$ cat config.mk
export PLATFORM = sky130hd
export DESIGN_NAME = sdiv_core
export DESIGN_NICKNAME = d
export VERILOG_FILES = /design/src/rtl/sdiv_pkg.sv /design/src/rtl/sdiv_negate.sv /design/src/rtl/sdiv_step.sv /design/src/rtl/sdiv_core.sv
export SDC_FILE = /design/constraint.sdc
export NUM_CORES = 1
export LEC_CHECK = 0
export BUFFER_PORTS_ARGS = -buffer_cell sky130_fd_sc_hd__buf_2
export CORE_UTILIZATION = 30
export DETAILED_ROUTE_END_ITERATION = 10
export GPL_TIMING_DRIVEN = 1
export PLACE_DENSITY_LB_ADDON = 0.2
export SLEW_MARGIN = 20
export SYNTH_ARGS = -nofsm -noshare
export SYNTH_HDL_FRONTEND = slang
export SYNTH_SLANG_ARGS = --single-unit
$ cat constraint.sdc
create_clock -name clk_i -period 4.9 [get_ports clk_i]
set_input_delay 0.98 -clock clk_i [delete_from_list [all_inputs] [get_ports clk_i]]
set_output_delay 0.98 -clock clk_i [all_outputs]
set_load 0.03 [all_outputs]
$ cat src/rtl/sdiv_pkg.sv
package sdiv_pkg;
  typedef enum logic [2:0] {
    ST_IDLE, ST_CHK, ST_ABSA, ST_ABSB, ST_INIT, ST_DIV, ST_FIN
  } div_state_e;
  localparam int unsigned OP_REM_BIT = 0;
  localparam int unsigned OP_UNS_BIT = 1;
endpackage

$ cat src/rtl/sdiv_negate.sv
module sdiv_negate #(
  parameter int unsigned W = 32
) (
  input  logic [W-1:0] val_i,
  input  logic         neg_i,
  output logic [W-1:0] val_o
);
  assign val_o = neg_i ? (~val_i + W'(1)) : val_i;
endmodule

$ cat src/rtl/sdiv_step.sv
module sdiv_step #(
  parameter int unsigned W = 32
) (
  input  logic [W-1:0] rem_i,
  input  logic [W-1:0] quo_i,
  input  logic [W-1:0] den_i,
  output logic [W-1:0] rem_o,
  output logic [W-1:0] quo_o
);
  logic [W:0] shifted;
  logic [W:0] trial;
  assign shifted = {rem_i, quo_i[W-1]};
  assign trial   = shifted - {1'b0, den_i};
  // borrow in trial[W] -> restore
  assign rem_o = trial[W] ? shifted[W-1:0] : trial[W-1:0];
  assign quo_o = {quo_i[W-2:0], ~trial[W]};
endmodule

$ cat src/rtl/sdiv_core.sv
module sdiv_core
  import sdiv_pkg::*;
#(
  parameter int unsigned W = 32
) (
  input  logic         clk_i,
  input  logic         rst_ni,
  input  logic         start_i,
  input  logic [1:0]   op_i,
  input  logic [W-1:0] dividend_i,
  input  logic [W-1:0] divisor_i,
  output logic         valid_o,
  output logic [W-1:0] result_o
);
  localparam int unsigned CNT_W = $clog2(W);

  div_state_e       state_q;
  logic [1:0]       op_q;
  logic [W-1:0]     a_q, b_q, rem_q, quo_q;
  logic [CNT_W-1:0] cnt_q;
  logic             div0_q, neg_quo_q, neg_rem_q;

  logic [W-1:0] neg_in, neg_out, rem_nxt, quo_nxt;
  logic         neg_en, is_signed, want_rem;

  assign is_signed = ~op_q[OP_UNS_BIT];
  assign want_rem  = op_q[OP_REM_BIT];

  // one negator shared by both magnitude steps and the sign fix
  always_comb begin
    unique case (state_q)
      ST_ABSA: begin neg_in = a_q; neg_en = is_signed & a_q[W-1]; end
      ST_ABSB: begin neg_in = b_q; neg_en = is_signed & b_q[W-1]; end
      default: begin
        neg_in = want_rem ? rem_q : quo_q;
        neg_en = want_rem ? neg_rem_q : neg_quo_q;
      end
    endcase
  end

  sdiv_negate #(.W(W)) u_neg (.val_i(neg_in), .neg_i(neg_en), .val_o(neg_out));

  sdiv_step #(.W(W)) u_step (
    .rem_i(rem_q), .quo_i(quo_q), .den_i(b_q),
    .rem_o(rem_nxt), .quo_o(quo_nxt)
  );

  always_ff @(posedge clk_i or negedge rst_ni) begin
    if (!rst_ni) begin
      state_q   <= ST_IDLE;
      op_q      <= '0;
      a_q       <= '0;
      b_q       <= '0;
      rem_q     <= '0;
      quo_q     <= '0;
      cnt_q     <= '0;
      div0_q    <= 1'b0;
      neg_quo_q <= 1'b0;
      neg_rem_q <= 1'b0;
    end else begin
      unique case (state_q)
        ST_IDLE: if (start_i) begin
          state_q   <= ST_CHK;
          op_q      <= op_i;
          a_q       <= dividend_i;
          b_q       <= divisor_i;
          neg_quo_q <= ~op_i[OP_UNS_BIT] & (dividend_i[W-1] ^ divisor_i[W-1]);
          neg_rem_q <= ~op_i[OP_UNS_BIT] & dividend_i[W-1];
        end
        ST_CHK: begin
          div0_q  <= (b_q == '0);
          state_q <= ST_ABSA;
        end
        ST_ABSA: begin
          if (div0_q) begin
            state_q <= ST_IDLE;
          end else begin
            a_q     <= neg_out;
            state_q <= ST_ABSB;
          end
        end
        ST_ABSB: begin
          b_q     <= neg_out;
          state_q <= ST_INIT;
        end
        ST_INIT: begin
          rem_q   <= '0;
          quo_q   <= a_q;
          cnt_q   <= '0;
          state_q <= ST_DIV;
        end
        ST_DIV: begin
          rem_q <= rem_nxt;
          quo_q <= quo_nxt;
          cnt_q <= cnt_q + CNT_W'(1);
          if (cnt_q == CNT_W'(W-1)) state_q <= ST_FIN;
        end
        ST_FIN: begin
          div0_q  <= 1'b0;
          state_q <= ST_IDLE;
        end
        default: state_q <= ST_IDLE;
      endcase
    end
  end

  always_comb begin
    valid_o  = 1'b0;
    result_o = '0;
    if (state_q == ST_FIN) begin
      valid_o  = 1'b1;
      result_o = neg_out;
    end else if (state_q == ST_ABSA && div0_q) begin
      valid_o  = 1'b1;
      result_o = want_rem ? a_q : '1;
    end
  end
endmodule

==> out/summary.txt <==
Net Sw Power -> 5.43 mW
Fin util -> 35.1%
Worst setup path class -> flip-flop to output port
Remaining global-route overflow -> 0
Sequential power share -> 24.7%
Tot GR Track Use -> 21.0%
# diodes -> 0
Total CTS buffers -> 17
DRC viols -> 0
Post-Synth Simple-Gate Area -> 18.9%
Clk network pwr share -> 13.0%
DP HPWL -> 27.1 mm
Max Cap Viol -> 0
Setup TNS -> 0 ns
Largest family of logic cells by synthesized area -> compound AO/OA/AOI/OAI gates
Final period util -> 95.7%
First-pass GRT wire length -> 58.3 mm
Worst Clk Skew -> 0.00870 ns
Post-synth EDFFs -> 0
Top Metal Used -> met4
XOR/XNOR Fraction of Synth Area -> 4.41%
Worst hold margin -> 0.466 ns
Initial Utilization -> 30.5%
Pwr Density -> 864 nW/µm²
Fin crit period -> 4.69 ns
RSZ-0062 raised after global routing -> false
Final setup violation count -> 0
Startpoint Class -> flip-flop
Slew @ Worst Pin -> 1.03 ns
Placed cells -> 1779
Async set or reset register ratio after synthesis -> 100%
Synth cell types -> 69
I/O pin count -> 102
Die footprint -> 35800 µm²
Commonest non-fill, non-tap cell in the layout -> nand2_1
FF-to-FF setup slack -> 1.07 ns
Synthesized instance count -> 1286
Met3 Wirelength -> 1.79 mm
Final ANT Viol Nets -> 0
Clock Pin Slew Worst Setup and Hold Paths -> 0.06 ns
Via/cell ratio -> 5.54
Mapped Area -> 10500 µm²
Synthesis-stage register bit count -> 141
Fmax -> 0.213 GHz
Fill cells -> 3645
DRT iter0 DRCs -> 748
Largest cells by area after synthesis -> dfrtp_1 (34%), mux2i_1 (7.3%), nand2_1 (6.0%)
Largest net degree at the start of global routing -> 73
Synth Area in Compound Gates -> 25.9%
HP Class -> flip-flop to flip-flop
Peak VDD IR -> 0.289 mV
Root Driver -> clkbuf_16
H-tree depth -> 4
Max-slew violation count -> 0
CTS max path bufs -> 2
Final hold viol count -> 0
Vias in the first global route -> 9722
Post-Syn Area per Cell -> 8.19 µm²
Pint -> 5.04 mW
CTS sink cnt -> 141
Die width -> 189 µm
Post-synthesis mux area share -> 7.75%
Synth area leader -> dfrtp_1
Power share of the combinational group -> 62.2%
Power, Total -> 10.5 mW
Most frequent cells in the layout -> nand2_1 (169), dfrtp_1 (139), o21ai_0 (116)
Status -> completed
Initial antenna violation count -> 0
Total iterations of the first detailed-routing run -> 5
Post-Synth Adder-Cell Area -> 4.35%
Die Y -> 189 µm
Worst-path maximum fanout -> 24
Area growth, synth to finish -> 15.1%
Post-synth net total -> 1391
Total Nets Final -> 1450
Synth warn -> 0
Crit. End Element -> output port
CTS tree -> built
Lkg Pwr -> 5.37 nW
Share of layout cells above drive strength 1 -> 13.5%
Clock insertion delay at the later pin of the skew report -> 0.43 ns
Ys flop type -> dfrtp_1
IO Port Bufs -> 101
Core area -> 34500 µm²
Synth top area share -> 33.5%
Rows -> 68
Placer Congestion -> 0.888
Crit path required time -> 3.92 ns
Switching Share -> 51.9%
Met2 Wirelength -> 16.1 mm
Vias -> 10000
Final cell count without fillers -> 1813
Worst Path Arrival -> 3.71 ns
Metal1 wirelength -> 18.8 mm
Drt wl/cell -> 20.5 µm
Sequential-to-total area share from yosys stat -> 33.5%
Final wirelength -> 37.2 mm
Max_slew headroom -> 31.6%
## critical path, cell delays in order, from the launching register on
cell	delay (ns)
dfrtp_1	0.56
nor2b_2	0.30
buf_4	0.31
nand3_1	0.18
a22oi_1	0.38
nand4b_1	0.25
nor2b_1	0.25
and2_1	0.22
a41oi_1	0.15
xnor2_1	0.32
o22ai_1	0.13
buf_2	0.22
## synthesized netlist by cell type, types with 6 or more instances
master	number
nand4_1	6
nor2b_1	60
nor3b_1	6
nor2_1	55
nand2_1	169
o311ai_0	8
buf_2	18
nand2b_1	15
nor3_1	26
o21ai_1	9
and3_1	16
a21oi_1	87
a22oi_1	50
o22ai_1	37
xnor2_1	39
and2_1	6
a211oi_1	26
ha_1	35
o21ai_0	116
xor2_1	14
nor4_1	9
clkbuf_1	57
nand3_1	31
buf_1	7
a21o_1	16
o211ai_1	10
a31oi_1	17
inv_1	42
mux2i_1	77
dfrtp_1	141
## state kept, by name (all words and copies together) (netlist names)
register,flops
a_q,32
b_q,32
quo_q,32
rem_q,32
cnt_q,5
state_q,3
op_q,2
div0_q,1
neg_quo_q,1
neg_rem_q,1
## final timing paths
kind                                    endpoint              startpoint  cells past startpoint
min                        neg_rem_q$_DFFE_PN0P_   neg_rem_q$_DFFE_PN0P_                      2
min reg2reg                neg_rem_q$_DFFE_PN0P_   neg_rem_q$_DFFE_PN0P_                      2
max reg2reg                rem_q[19]$_DFFE_PN0N_   quo_q[31]$_DFFE_PN0N_                     14
max in group asynchronous     b_q[1]$_DFFE_PN0P_                  rst_ni                      2
min in group asynchronous    a_q[29]$_DFFE_PN0P_                  rst_ni                      1
max                                 result_o[28]  state_q[1]$_DFFE_PN0P_                     11
## stage by stage
step | setup slack, ns | cell area, µm²
after global routing | 0.0125 | 12100
after floorplan | 0.451 | 10500
after CTS | 0.127 | 12100
after detailed placement | 0.610 | 11500
final | 0.210 | 12100
after global placement | 0.683 | 11500
## layout make-up
cell class	instances	area, µm²	area share (%)
clock buffers	19	433	3.57
multi-input cells	1014	6510	53.7
repair buffers	129	746	6.15
clock inverters	13	168	1.38
flip-flops and latches	141	3540	29.2
well taps	455	569	4.70
inverters	42	158	1.30
## timing repair
item,in CTS,in global routing
setup endpoints to repair,0,9
gates resized for setup,0,2
hold buffers,0,0
buffers inserted,0,2
## metal layers
metal / global-route usage (%) / up-vias
met1: 31.8 / 4892
met5: 0 / -
met3: 2.63 / 32
met4: 4.90 / 0
met2: 31.3 / 325
li1: - / 4800
## power groups by stage
stage	registers [mW]	clock network, mW	logic (mW)
detailed placement	2.61	0	6.35
global placement	2.62	0	6.31
finish	2.59	1.37	6.52
global route	2.66	1.43	7.23
floorplan	2.10	0	5.00
CTS	2.60	1.40	6.40
## logic make-up (layout without fill, tap and decap cells)
kind of cell	count (synthesis)	count (layout)
AO/OA/AOI/OAI	430	430
buffers and inverters	131	203
XOR/XNOR	53	53
AND/OR/NAND/NOR	414	414
multiplexers	81	81
flip-flops	141	141
adder cells (fa/ha/maj)	36	36
Note: power is estimated with default switching activity, not from simulation.
